==> config.mk <==
export PLATFORM = sky130hd
export DESIGN_NAME = int_alu
export DESIGN_NICKNAME = d
export VERILOG_FILES = /design/src/rtl/int_alu_pkg.sv /design/src/rtl/alu_addsub.sv /design/src/rtl/alu_bitwise.sv /design/src/rtl/alu_lessthan.sv /design/src/rtl/int_alu.sv
export SDC_FILE = /design/constraint.sdc
export NUM_CORES = 1
export LEC_CHECK = 0
export ABC_AREA = 1
export BUFFER_PORTS_ARGS = -buffer_cell sky130_fd_sc_hd__buf_2
export CAP_MARGIN = 20
export CORE_MARGIN = 2
export CORE_UTILIZATION = 56
export DETAILED_ROUTE_END_ITERATION = 10
export GPL_TIMING_DRIVEN = 0
export PLACE_DENSITY_LB_ADDON = 0.05
export SYNTH_ARGS = -nofsm -noshare
export SYNTH_HDL_FRONTEND = slang
export SYNTH_SLANG_ARGS = --single-unit
==> constraint.sdc <==
create_clock -name vclk -period 29.3
set_input_delay 5.86 -clock vclk [all_inputs]
set_output_delay 5.86 -clock vclk [all_outputs]
set_load 0.01 [all_outputs]
==> src/rtl/int_alu_pkg.sv <==
package int_alu_pkg;

  localparam int OP_W = 4;

  typedef enum logic [OP_W-1:0] {
    OP_ADD  = 4'h0,
    OP_ADDU = 4'h1,
    OP_SUB  = 4'h2,
    OP_SUBU = 4'h3,
    OP_AND  = 4'h4,
    OP_OR   = 4'h5,
    OP_XOR  = 4'h6,
    OP_NOR  = 4'h7,
    OP_SLT  = 4'hA,
    OP_SLTU = 4'hB
  } alu_op_e;

  // Selectors that drive the shared chain in subtract mode.
  function automatic logic op_uses_sub(logic [OP_W-1:0] op);
    return (op == OP_SUB) || (op == OP_SUBU) || (op == OP_SLT) || (op == OP_SLTU);
  endfunction

  // Selectors whose signed overflow is reported on the flag.
  function automatic logic op_reports_ovf(logic [OP_W-1:0] op);
    return (op == OP_ADD) || (op == OP_SUB);
  endfunction

endpackage

==> src/rtl/alu_addsub.sv <==
// Shared ripple-carry chain; subtract mode inverts B and injects carry 1.
module alu_addsub #(
  parameter int W = 32
) (
  input  logic [W-1:0] a,
  input  logic [W-1:0] b,
  input  logic         sub,
  output logic [W-1:0] sum,
  output logic         carry_out,
  output logic         s_ovf
);
  logic [W:0]   cy;
  logic [W-1:0] b_eff;

  assign cy[0] = sub;

  for (genvar g = 0; g < W; g++) begin : g_cell
    assign b_eff[g]  = b[g] ^ sub;
    assign sum[g]    = a[g] ^ b_eff[g] ^ cy[g];
    assign cy[g+1]   = (a[g] & b_eff[g]) | (a[g] & cy[g]) | (b_eff[g] & cy[g]);
  end

  assign carry_out = cy[W];
  // Carries into and out of the sign position disagree on signed overflow.
  assign s_ovf     = cy[W] ^ cy[W-1];
endmodule

==> src/rtl/alu_bitwise.sv <==
module alu_bitwise #(
  parameter int W = 32
) (
  input  logic [W-1:0] a,
  input  logic [W-1:0] b,
  input  logic [1:0]   fn,
  output logic [W-1:0] y
);
  always_comb begin
    unique case (fn)
      2'd0:    y = a & b;
      2'd1:    y = a | b;
      2'd2:    y = a ^ b;
      default: y = ~(a | b);
    endcase
  end
endmodule

==> src/rtl/alu_lessthan.sv <==
// Comparison from a difference computed by the shared chain.
module alu_lessthan (
  input  logic diff_msb,
  input  logic s_ovf,
  input  logic carry_out,
  input  logic is_unsigned,
  output logic lt
);
  logic lt_signed;
  logic lt_unsigned;

  // Sign of the difference is wrong exactly when the subtraction overflowed.
  assign lt_signed   = diff_msb ^ s_ovf;
  // No carry out of A + ~B + 1 means a borrow occurred.
  assign lt_unsigned = ~carry_out;
  assign lt          = is_unsigned ? lt_unsigned : lt_signed;
endmodule

==> src/rtl/int_alu.sv <==
module int_alu
  import int_alu_pkg::*;
#(
  parameter int W = 32
) (
  input  logic [W-1:0]    opd_a,
  input  logic [W-1:0]    opd_b,
  input  logic [OP_W-1:0] op_sel,
  output logic [W-1:0]    res,
  output logic            zero_flag,
  output logic            ovf_flag
);
  logic [W-1:0] sum;
  logic         carry_out;
  logic         s_ovf;
  logic [W-1:0] logic_y;
  logic         lt;
  logic         sub_mode;

  assign sub_mode = op_uses_sub(op_sel);

  alu_addsub #(.W(W)) u_addsub (
    .a         (opd_a),
    .b         (opd_b),
    .sub       (sub_mode),
    .sum       (sum),
    .carry_out (carry_out),
    .s_ovf     (s_ovf)
  );

  alu_bitwise #(.W(W)) u_bitwise (
    .a  (opd_a),
    .b  (opd_b),
    .fn (op_sel[1:0]),
    .y  (logic_y)
  );

  alu_lessthan u_lessthan (
    .diff_msb    (sum[W-1]),
    .s_ovf       (s_ovf),
    .carry_out   (carry_out),
    .is_unsigned (op_sel == OP_SLTU),
    .lt          (lt)
  );

  always_comb begin
    case (op_sel)
      OP_ADD, OP_ADDU, OP_SUB, OP_SUBU: res = sum;
      OP_AND, OP_OR, OP_XOR, OP_NOR:    res = logic_y;
      OP_SLT, OP_SLTU:                  res = {{(W-1){1'b0}}, lt};
      default:                          res = '0;
    endcase
  end

  assign ovf_flag  = op_reports_ovf(op_sel) & s_ovf;
  assign zero_flag = ~|res;
endmodule

==> impl_metrics.py, run 1 <==
metrics = {
    "global_route": {
        "grt_pass1_wl_um": 18300,
        "first_global_vias": 4084,
        "grt_max_degree": 11,
        "grt_util_all_layers_pct": 31.2,
        "antenna_found_initial": 0,
        "gr-total-overflow": 0,
    },
    "floorplanning": {
        "die_area_um2": 7090,
        "num_io_pins": 102,
        "start_util_pct": 57.4,
        "die_w_um": 84.2,
        "placementRows": 29,
        "core_area_um2": 6280,
        "dieHeight_um": 84.2,
    },
    "detailed_routing": {
        "drt-wirelength-per-cell_um": 14.6,
        "via_count": 3950,
        "via_per_inst": 5.32,
        "first_pass_iters": 5,
        "totalWireLength_um": 10900,
        "drtIter0Drc": 223,
        "ant_nets": 0,
        "post-route-drc-count": 0,
    },
    "hold_path": {
        "hp-class": "primary input to primary output",
    },
    "sta": {
        "setup_viol": 0,
        "rsz0062_at_grt": "false",
        "fin_crit_ns": 27.15,
        "finalSetupTns_ns": 0,
        "tightest_slew_ns": 0.639,
        "timing.fmax_ghz": 0.0368,
        "slew_violations": 0,
        "timing.hold.ws_ns": 12.22,
        "maxSlewHeadroom_pct": 57.4,
        "finalHoldViolations": 0,
        "finalCritPeriodShare_pct": 92.7,
    },
    "power": {
        "p_leak_uw": 0.00255,
        "p_total_uw": 76.0,
        "peakVddDrop_v": 0.0000113,
        "p_per_area_nw_per_um2": 18.1,
    },
    "critical_path": {
        "arrival_ns": 21.29,
        "crit_path_start_kind": "primary input",
        "crit_path_top_delay_cell": "fa_1",
        "required_ns": 23.44,
        "cp_max_fo": 10,
        "cpMostUsedCell": "fa_1",
        "max_stage_delay_ns": 0.48,
        "crit_type": "primary input to primary output",
        "cp-end-kind": "primary output",
    },
    "clocking": {
        "cts_resized": 0,
        "cts_setup_buffers": 0,
        "cts_hold_buf": 0,
    },
    "logic_synthesis": {
        "seq_area_frac_synth_pct": 0,
        "yosysTopAreaCellShare_pct": 22.2,
        "synth.distinct_cells": 22,
        "netlist_instances": 565,
        "synth_area_leaders": "ha_1, fa_1, nand2_1",
        "synth_fp_nets": 729,
        "syn_area_um2": 3600,
        "yosys_warnings": 0,
        "syn_area_per_cell_um2": 6.37,
        "yosys.area.top_type": "ha_1",
    },
    "finish": {
        "multi_input_area_um2": 3030,
        "syn_to_final_growth_pct": 16.7,
        "nets": 832,
        "num-fill-cells": 604,
        "clock_buffers": 0,
        "diodes": 0,
        "layout.area.seq_um2": 0,
        "stdcell_area_um2": 4200,
        "drive_gt1_share_pct": 19.8,
        "nFlopsAndLatches": 0,
    },
    "placement": {
        "finalWeightedCongestion": 0.883,
        "dp_hpwl_um": 8470,
        "dpl-instance-area_um2": 4200,
        "numPortBuffers": 101,
    },
    "outcome": {
        "status": "finished, final reports clean",
    },
    "job": {
        "max_cap_violations": 0,
    },
}
-- per-layer routing --
metal	vias up	track usage (%)	wire [um]
met2	172	55.6	5270
li1	1919	-	-
met1	1838	40.5	4560
met3	21	2.46	810
met5	-	0	0
met4	0	9.09	212
-- layout make-up --
class              count  share of cell area [%]
inverters            108                    9.68
plain buffers         25                    3.84
well taps             77                    2.29
multi-input cells    432                    72.2
repair buffers       101                    12.0
-- report_power, final --
group | internal [uW] | switching, uW | total, uW
Clock | 0 | 0 | 0
Combinational | 30.0 | 46.0 | 76.0
Sequential | 0 | 0 | 0
-- final timing paths --
| kind | from | end | slack, ns | cells past startpoint |
|---|---|---|---|---|
| hold / removal | op_sel[2] | ovf_flag | 12.22 | 5 |
| setup / recovery | op_sel[1] | zero_flag | 2.15 | 49 |
-- per-stage QoR --
stage               util [%]  worst slack, ns  instances
finish                  67.0             2.15        743
global route            67.0             1.61        743
CTS                     67.0             2.10        743
detailed placement      67.0             2.16        743
global placement        67.0             2.25        743
floorplan                  -             3.61        565
-- cells in the mapped netlist --
cell type	instances
a21oi_1	31
buf_1	1
buf_2	9
buf_4	3
buf_6	6
clkbuf_1	6
clkinv_2	1
fa_1	32
ha_1	64
inv_1	104
inv_2	3
nand2_1	158
nand2_2	1
nand2_4	1
nand3_1	45
nor2_1	27
nor2_2	2
nor2_4	1
nor3_1	1
o21ai_0	33
or2_2	4
xor2_1	32
-- cell families (layout without fill, tap and decap cells) --
logic type                 Yosys count  in the layout  share of synthesized area [%]
and+or+nand+nor                    240            240                           27.5
buffers and inverters              133            234                           15.8
adders and majority gates           96             96                           40.0
AOI/OAI and AO/OA                   64             64                           8.90
xor gates and xnor gates            32             32                           7.78
-- worst max-delay path, delay by kind of cell --
family                     cells  cell delay (ns)
adders and majority gates     31            12.89
and+or+nand+nor                8             1.05
xor gates and xnor gates       1             0.21
buffers and inverters          9             1.26
-- cell usage in the layout (no fill, tap or decap), drive strengths merged --
cell,Yosys,final
clkbuf,6,6
fa,32,32
inv,107,107
or2,4,4
clkinv,1,1
nor2,30,30
ha,64,64
nand3,45,45
xor2,32,32
o21ai,33,33
a21oi,31,31
nand2,160,160
nor3,1,1
buf,19,120
Note: power is estimated with default switching activity, not from simulation.
==> run 2, diff against run 1 <==
--- a/config.mk
+++ b/config.mk
@@ -8,7 +8,6 @@
 export ABC_AREA = 1
 export BUFFER_PORTS_ARGS = -buffer_cell sky130_fd_sc_hd__buf_2
 export CAP_MARGIN = 20
-export CORE_MARGIN = 2
 export CORE_UTILIZATION = 56
 export DETAILED_ROUTE_END_ITERATION = 10
 export GPL_TIMING_DRIVEN = 0
==> run 2 against run 1 <==
Net effect:
- critical path depth is the same
- fmax is 0.13% higher
- count of clock-buffer cells in the layout is the same
- setup slack better by 0.034 ns
- critical path type unchanged
- non-clock buffer count unchanged
- final cell count fell by 0.27%
- sequential cell count did not move
- global-route usage grew 0.86 points
- first-iteration DRC count up 18%
==> impl_metrics.py, run 2 (synthesis results as in run 1) <==
metrics = {
    "power": {
        "p_leak_uw": 0.00255,
        "clockPowerShare_pct": 0,
        "p_sw_uw": 45.6,
        "p_per_area_nw_per_um2": 18.0,
        "peakVddDrop_v": 0.00000959,
        "swShare_pct": 60.4,
        "p_comb_share_pct": 100.0,
        "p_int_uw": 29.9,
        "pwr-share-seq_pct": 0,
    },
    "sta": {
        "finalCritPeriodShare_pct": 92.5,
        "maxSlewHeadroom_pct": 56.6,
        "timing.hold.ws_ns": 12.21,
        "slew_violations": 0,
        "fin_crit_ns": 27.11,
        "finalHoldViolations": 0,
        "rsz0062_at_grt": "false",
        "timing.fmax_ghz": 0.0369,
        "finalSetupTns_ns": 0,
        "tightest_slew_ns": 0.651,
        "setup_viol": 0,
    },
    "finish": {
        "final_cell_mix": "nand2_1, buf_2, inv_1, ha_1, nand3_1",
        "drive_gt1_share_pct": 19.8,
        "final_util_pct": 69.3,
        "nets": 832,
        "layout_commonest_cell": "nand2_1",
        "layout.area.seq_um2": 0,
        "syn_to_final_growth_pct": 16.6,
        "layoutNonFillerInstCount": 741,
        "num-fill-cells": 548,
        "diodes": 0,
        "nFlopsAndLatches": 0,
        "multi_input_area_um2": 3030,
        "clock_buffers": 0,
    },
    "floorplanning": {
        "placementRows": 28,
        "num_io_pins": 102,
        "die_w_um": 82.2,
        "die_area_um2": 6760,
        "dieHeight_um": 82.2,
        "core_area_um2": 6060,
        "start_util_pct": 59.4,
    },
    "critical_path": {
        "cpMostUsedCell": "fa_1",
        "arrival_ns": 21.25,
        "crit_path_start_kind": "primary input",
        "crit_type": "primary input to primary output",
        "crit_path_top_delay_cell": "fa_1",
        "cp-end-kind": "primary output",
        "cp_max_fo": 10,
        "required_ns": 23.44,
        "max_stage_delay_ns": 0.47,
    },
    "outcome": {
        "status": "finished, final reports clean",
    },
    "global_route": {
        "first_global_vias": 3568,
        "gr-total-overflow": 0,
        "grt_pass1_wl_um": 16500,
        "grt_max_degree": 11,
        "grt_util_all_layers_pct": 32.1,
        "antenna_found_initial": 0,
    },
    "detailed_routing": {
        "drtIter0Drc": 264,
        "via_count": 3914,
        "via_per_inst": 5.28,
        "first_pass_iters": 5,
        "ant_nets": 0,
        "totalWireLength_um": 10500,
        "post-route-drc-count": 0,
        "drt-wirelength-per-cell_um": 14.2,
    },
    "clocking": {
        "cts_resized": 0,
        "cts_hold_buf": 0,
        "cts_setup_buffers": 0,
    },
    "placement": {
        "dp_hpwl_um": 8130,
        "numPortBuffers": 101,
        "finalWeightedCongestion": 0.883,
        "place_inst": 741,
    },
    "hold_path": {
        "hp-class": "primary input to primary output",
    },
    "job": {
        "max_cap_violations": 0,
    },
}
## run 2: cell type report
type,count,area share [%]
Buffer,25,3.84
Inverter,108,9.68
Multi-Input combinational cell,432,72.2
Tap cell,75,2.23
Timing Repair Buffer,101,12.0
## run 2: metrics by stage
step                setup slack, ns  power [uW]  cell area (um^2)
finish                         2.19        75.5              4200
global route                   1.51        87.0              4200
CTS                            2.14        75.3              4200
detailed placement             2.18        74.9              4200
global placement               2.25        72.3              4200
floorplan                      3.61        48.1              3600
## run 2: worst paths after layout
check                 cells after the start         to  startpoint  slack, ns
worst min-delay path                      5   ovf_flag   op_sel[3]      12.21
worst max-delay path                     49  zero_flag   op_sel[1]       2.19
## run 2: worst max-delay path: cells and delay by family
family | cells | cell delay, ns
and+or+nand+nor | 8 | 1.04
adders and majority gates | 31 | 12.79
buffers and inverters | 9 | 1.29
xor gates and xnor gates | 1 | 0.24
## run 2: power groups by stage
stage / Clock (uW) / Sequential, uW / Combinational [uW]
2_1_floorplan: 0 / 0 / 48.1
3_3_place_gp: 0 / 0 / 72.3
3_5_place_dp: 0 / 0 / 74.9
4_1_cts: 0 / 0 / 75.3
5_1_grt: 0 / 0 / 87.0
6_report: 0 / 0 / 75.5
## run 2: per-layer routing
layer | vias up | wire length (um) | GRT usage (%)
met2 | 211 | 4990 | 56.2
met3 | 25 | 963 | 3.85
met4 | 0 | 198 | 8.77
met5 | - | 0 | 0
li1 | 1913 | - | -
met1 | 1765 | 4380 | 41.2
==> run 3, diff against run 2 <==
--- a/config.mk
+++ b/config.mk
@@ -5,10 +5,10 @@
 export SDC_FILE = /design/constraint.sdc
 export NUM_CORES = 1
 export LEC_CHECK = 0
-export ABC_AREA = 1
+export ABC_AREA = 0
 export BUFFER_PORTS_ARGS = -buffer_cell sky130_fd_sc_hd__buf_2
 export CAP_MARGIN = 20
-export CORE_UTILIZATION = 56
+export CORE_UTILIZATION = 57
 export DETAILED_ROUTE_END_ITERATION = 10
 export GPL_TIMING_DRIVEN = 0
 export PLACE_DENSITY_LB_ADDON = 0.05
==> run 3 against run 2 <==
Net effect:
- critical path depth decreased by 2
- sequential cell count unchanged
- critical path type unchanged
- sequential share of layout area unchanged
- largest power group unchanged
- largest cell class unchanged
- cell area increased by 4.8%
- wire length increased by 16%
- utilization decreased by 0.38 points
==> impl_metrics.py, run 3 <==
metrics = {
    "sta": {
        "rsz0062_at_grt": "false",
        "fin_crit_ns": 27.61,
        "finalHoldViolations": 0,
        "tightest_slew_ns": 0.645,
        "timing.final.ws_setup_ns": 1.69,
        "finalSetupTns_ns": 0,
        "setup_viol": 0,
        "slew_violations": 0,
        "finalCritPeriodShare_pct": 94.2,
        "timing.fmax_ghz": 0.0362,
        "maxSlewHeadroom_pct": 57.0,
    },
    "logic_synthesis": {
        "syn_area_um2": 3800,
        "netlist_instances": 508,
        "synth_compound_area_share_pct": 19.8,
        "yosysMostFrequentCell": "inv_1",
        "syn_area_per_cell_um2": 7.49,
        "yosys.area_share.simple_pct": 17.8,
        "yosys_warnings": 0,
        "yosys.area.top_type": "ha_1",
        "synth_adder_area_share_pct": 37.9,
        "synth.distinct_cells": 42,
        "muxShareOfSynthArea_pct": 4.54,
        "synth_xor_area_share_pct": 7.37,
        "synth_fp_nets": 672,
        "synth_top_family_by_area": "adder cells",
        "synth_area_leaders": "ha_1, fa_1, inv_1",
        "ys_top_cells_by_count": "inv_1, ha_1, nor2_1",
        "seq_area_frac_synth_pct": 0,
        "yosysTopAreaCellShare_pct": 21.0,
    },
    "critical_path": {
        "required_ns": 23.44,
        "crit_path_top_delay_cell": "fa_1",
        "cp_max_fo": 10,
        "cpMostUsedCell": "fa_1",
        "crit_type": "primary input to primary output",
        "max_stage_delay_ns": 0.50,
        "crit_start": "op_sel[2]",
        "cp-end-kind": "primary output",
        "arrival_ns": 21.75,
        "crit_path_start_kind": "primary input",
        "worstSetupEndpoint": "zero_flag",
    },
    "detailed_routing": {
        "via_per_inst": 5.94,
        "first_pass_iters": 6,
        "totalWireLength_um": 12200,
        "post-route-drc-count": 0,
        "ant_nets": 0,
        "drtIter0Drc": 332,
        "via_count": 4071,
        "drt-wirelength-per-cell_um": 17.8,
    },
    "floorplanning": {
        "dieHeight_um": 83.7,
        "placementRows": 29,
        "die_w_um": 83.7,
        "start_util_pct": 59.6,
        "num_io_pins": 102,
        "core_area_um2": 6390,
        "die_area_um2": 7010,
    },
    "placement": {
        "dp_hpwl_um": 9750,
        "finalWeightedCongestion": 0.943,
        "numPortBuffers": 100,
        "place_inst": 685,
        "dp_slack_ns": 1.68,
        "dpl-instance-area_um2": 4400,
    },
    "clocking": {
        "cts_hold_buf": 0,
        "cts_resized": 0,
        "cts_setup_buffers": 0,
    },
    "finish": {
        "clock_buffers": 0,
        "syn_to_final_growth_pct": 15.7,
        "stdcell_area_um2": 4400,
        "drive_gt1_share_pct": 21.5,
        "diodes": 0,
        "nFlopsAndLatches": 0,
        "layout_commonest_cell": "buf_2",
        "layoutNonFillerInstCount": 685,
        "layout.area.seq_um2": 0,
        "num-fill-cells": 602,
        "final_cell_mix": "buf_2, inv_1, ha_1, nor2_1, nor2b_1",
        "nets": 774,
    },
    "power": {
        "p_per_area_nw_per_um2": 20.8,
        "peakVddDrop_v": 0.0000116,
        "p_leak_uw": 0.00229,
    },
    "global_route": {
        "gr-total-overflow": 0,
        "first_global_vias": 3951,
        "grt_max_degree": 11,
        "grt_util_all_layers_pct": 35.1,
        "grt_pass1_wl_um": 19600,
        "antenna_found_initial": 0,
    },
    "outcome": {
        "status": "finished, final reports clean",
    },
    "hold_path": {
        "hp-class": "primary input to primary output",
    },
    "job": {
        "max_cap_violations": 0,
    },
}
## run 3: changes by cell type in the layout (fill, tap and decap cells not counted), sizes merged, moves of 14 or more
cell / before / now
a211oi: 0 / 20
nand2b: 0 / 14
nand3: 45 / 2
nand2: 160 / 17
xnor2: 0 / 31
nor2b: 0 / 34
inv: 107 / 78
xor2: 32 / 1
nor2: 30 / 47
## run 3: worst max-delay path, delay by kind of cell
kind	cells	cell delay [ns]
fa+ha+maj	31	13.15
buf+inv	9	1.63
simple gates	4	0.55
xor+xnor	1	0.19
compound gates	2	0.35
## run 3: cell families (layout without fill, tap and decap cells)
logic type,count (synthesis),count (layout)
compound gates,116,116
buf+inv,112,212
xor+xnor,32,32
fa+ha+maj,96,96
simple gates,136,136
mux,16,16
## run 3: how the worst min path moves through the flow
stage | from | to | slack, ns | cells after the start
3_5_place_dp | op_sel[2] | res[31] | 12.26 | 4
6_report | op_sel[2] | res[31] | 12.29 | 4
2_1_floorplan | op_sel[2] | res[31] | 11.92 | 2
3_3_place_gp | op_sel[2] | res[31] | 12.23 | 4
5_1_grt | op_sel[2] | res[31] | 12.28 | 4
4_1_cts | op_sel[2] | res[31] | 12.26 | 4
## run 3: final cells by class
type / instances / area, um^2 / share of cell area, %
Buffer: 34 / 188 / 4.26
Inverter: 78 / 293 / 6.65
Multi-Input combinational cell: 396 / 3320 / 75.5
Tap cell: 77 / 96.3 / 2.19
Timing Repair Buffer: 100 / 500 / 11.4
## run 3: routing by layer
metal | track usage (%) | vias to the layer above | wire length, um
li1 | - | 1891 | -
met1 | 48.3 | 1912 | 5170
met2 | 57.6 | 230 | 5450
met3 | 3.17 | 38 | 1080
met4 | 12.3 | 0 | 467
met5 | 0 | - | 0
## run 3: report_power, final
part	internal (uW)	total (uW)	switching, uW
Combinational	38.5	91.4	52.9
Clock	0	0	0
Sequential	0	0	0
## run 3: metrics by stage
stage / power [uW] / util (%) / hold WS, ns
after floorplan: 57.5 / - / 11.92
after global placement: 88.2 / 68.9 / 12.23
after detailed placement: 89.7 / 68.9 / 12.26
after CTS: 90.3 / 68.9 / 12.26
after global routing: 101 / 68.9 / 12.28
final: 91.4 / 68.9 / 12.29
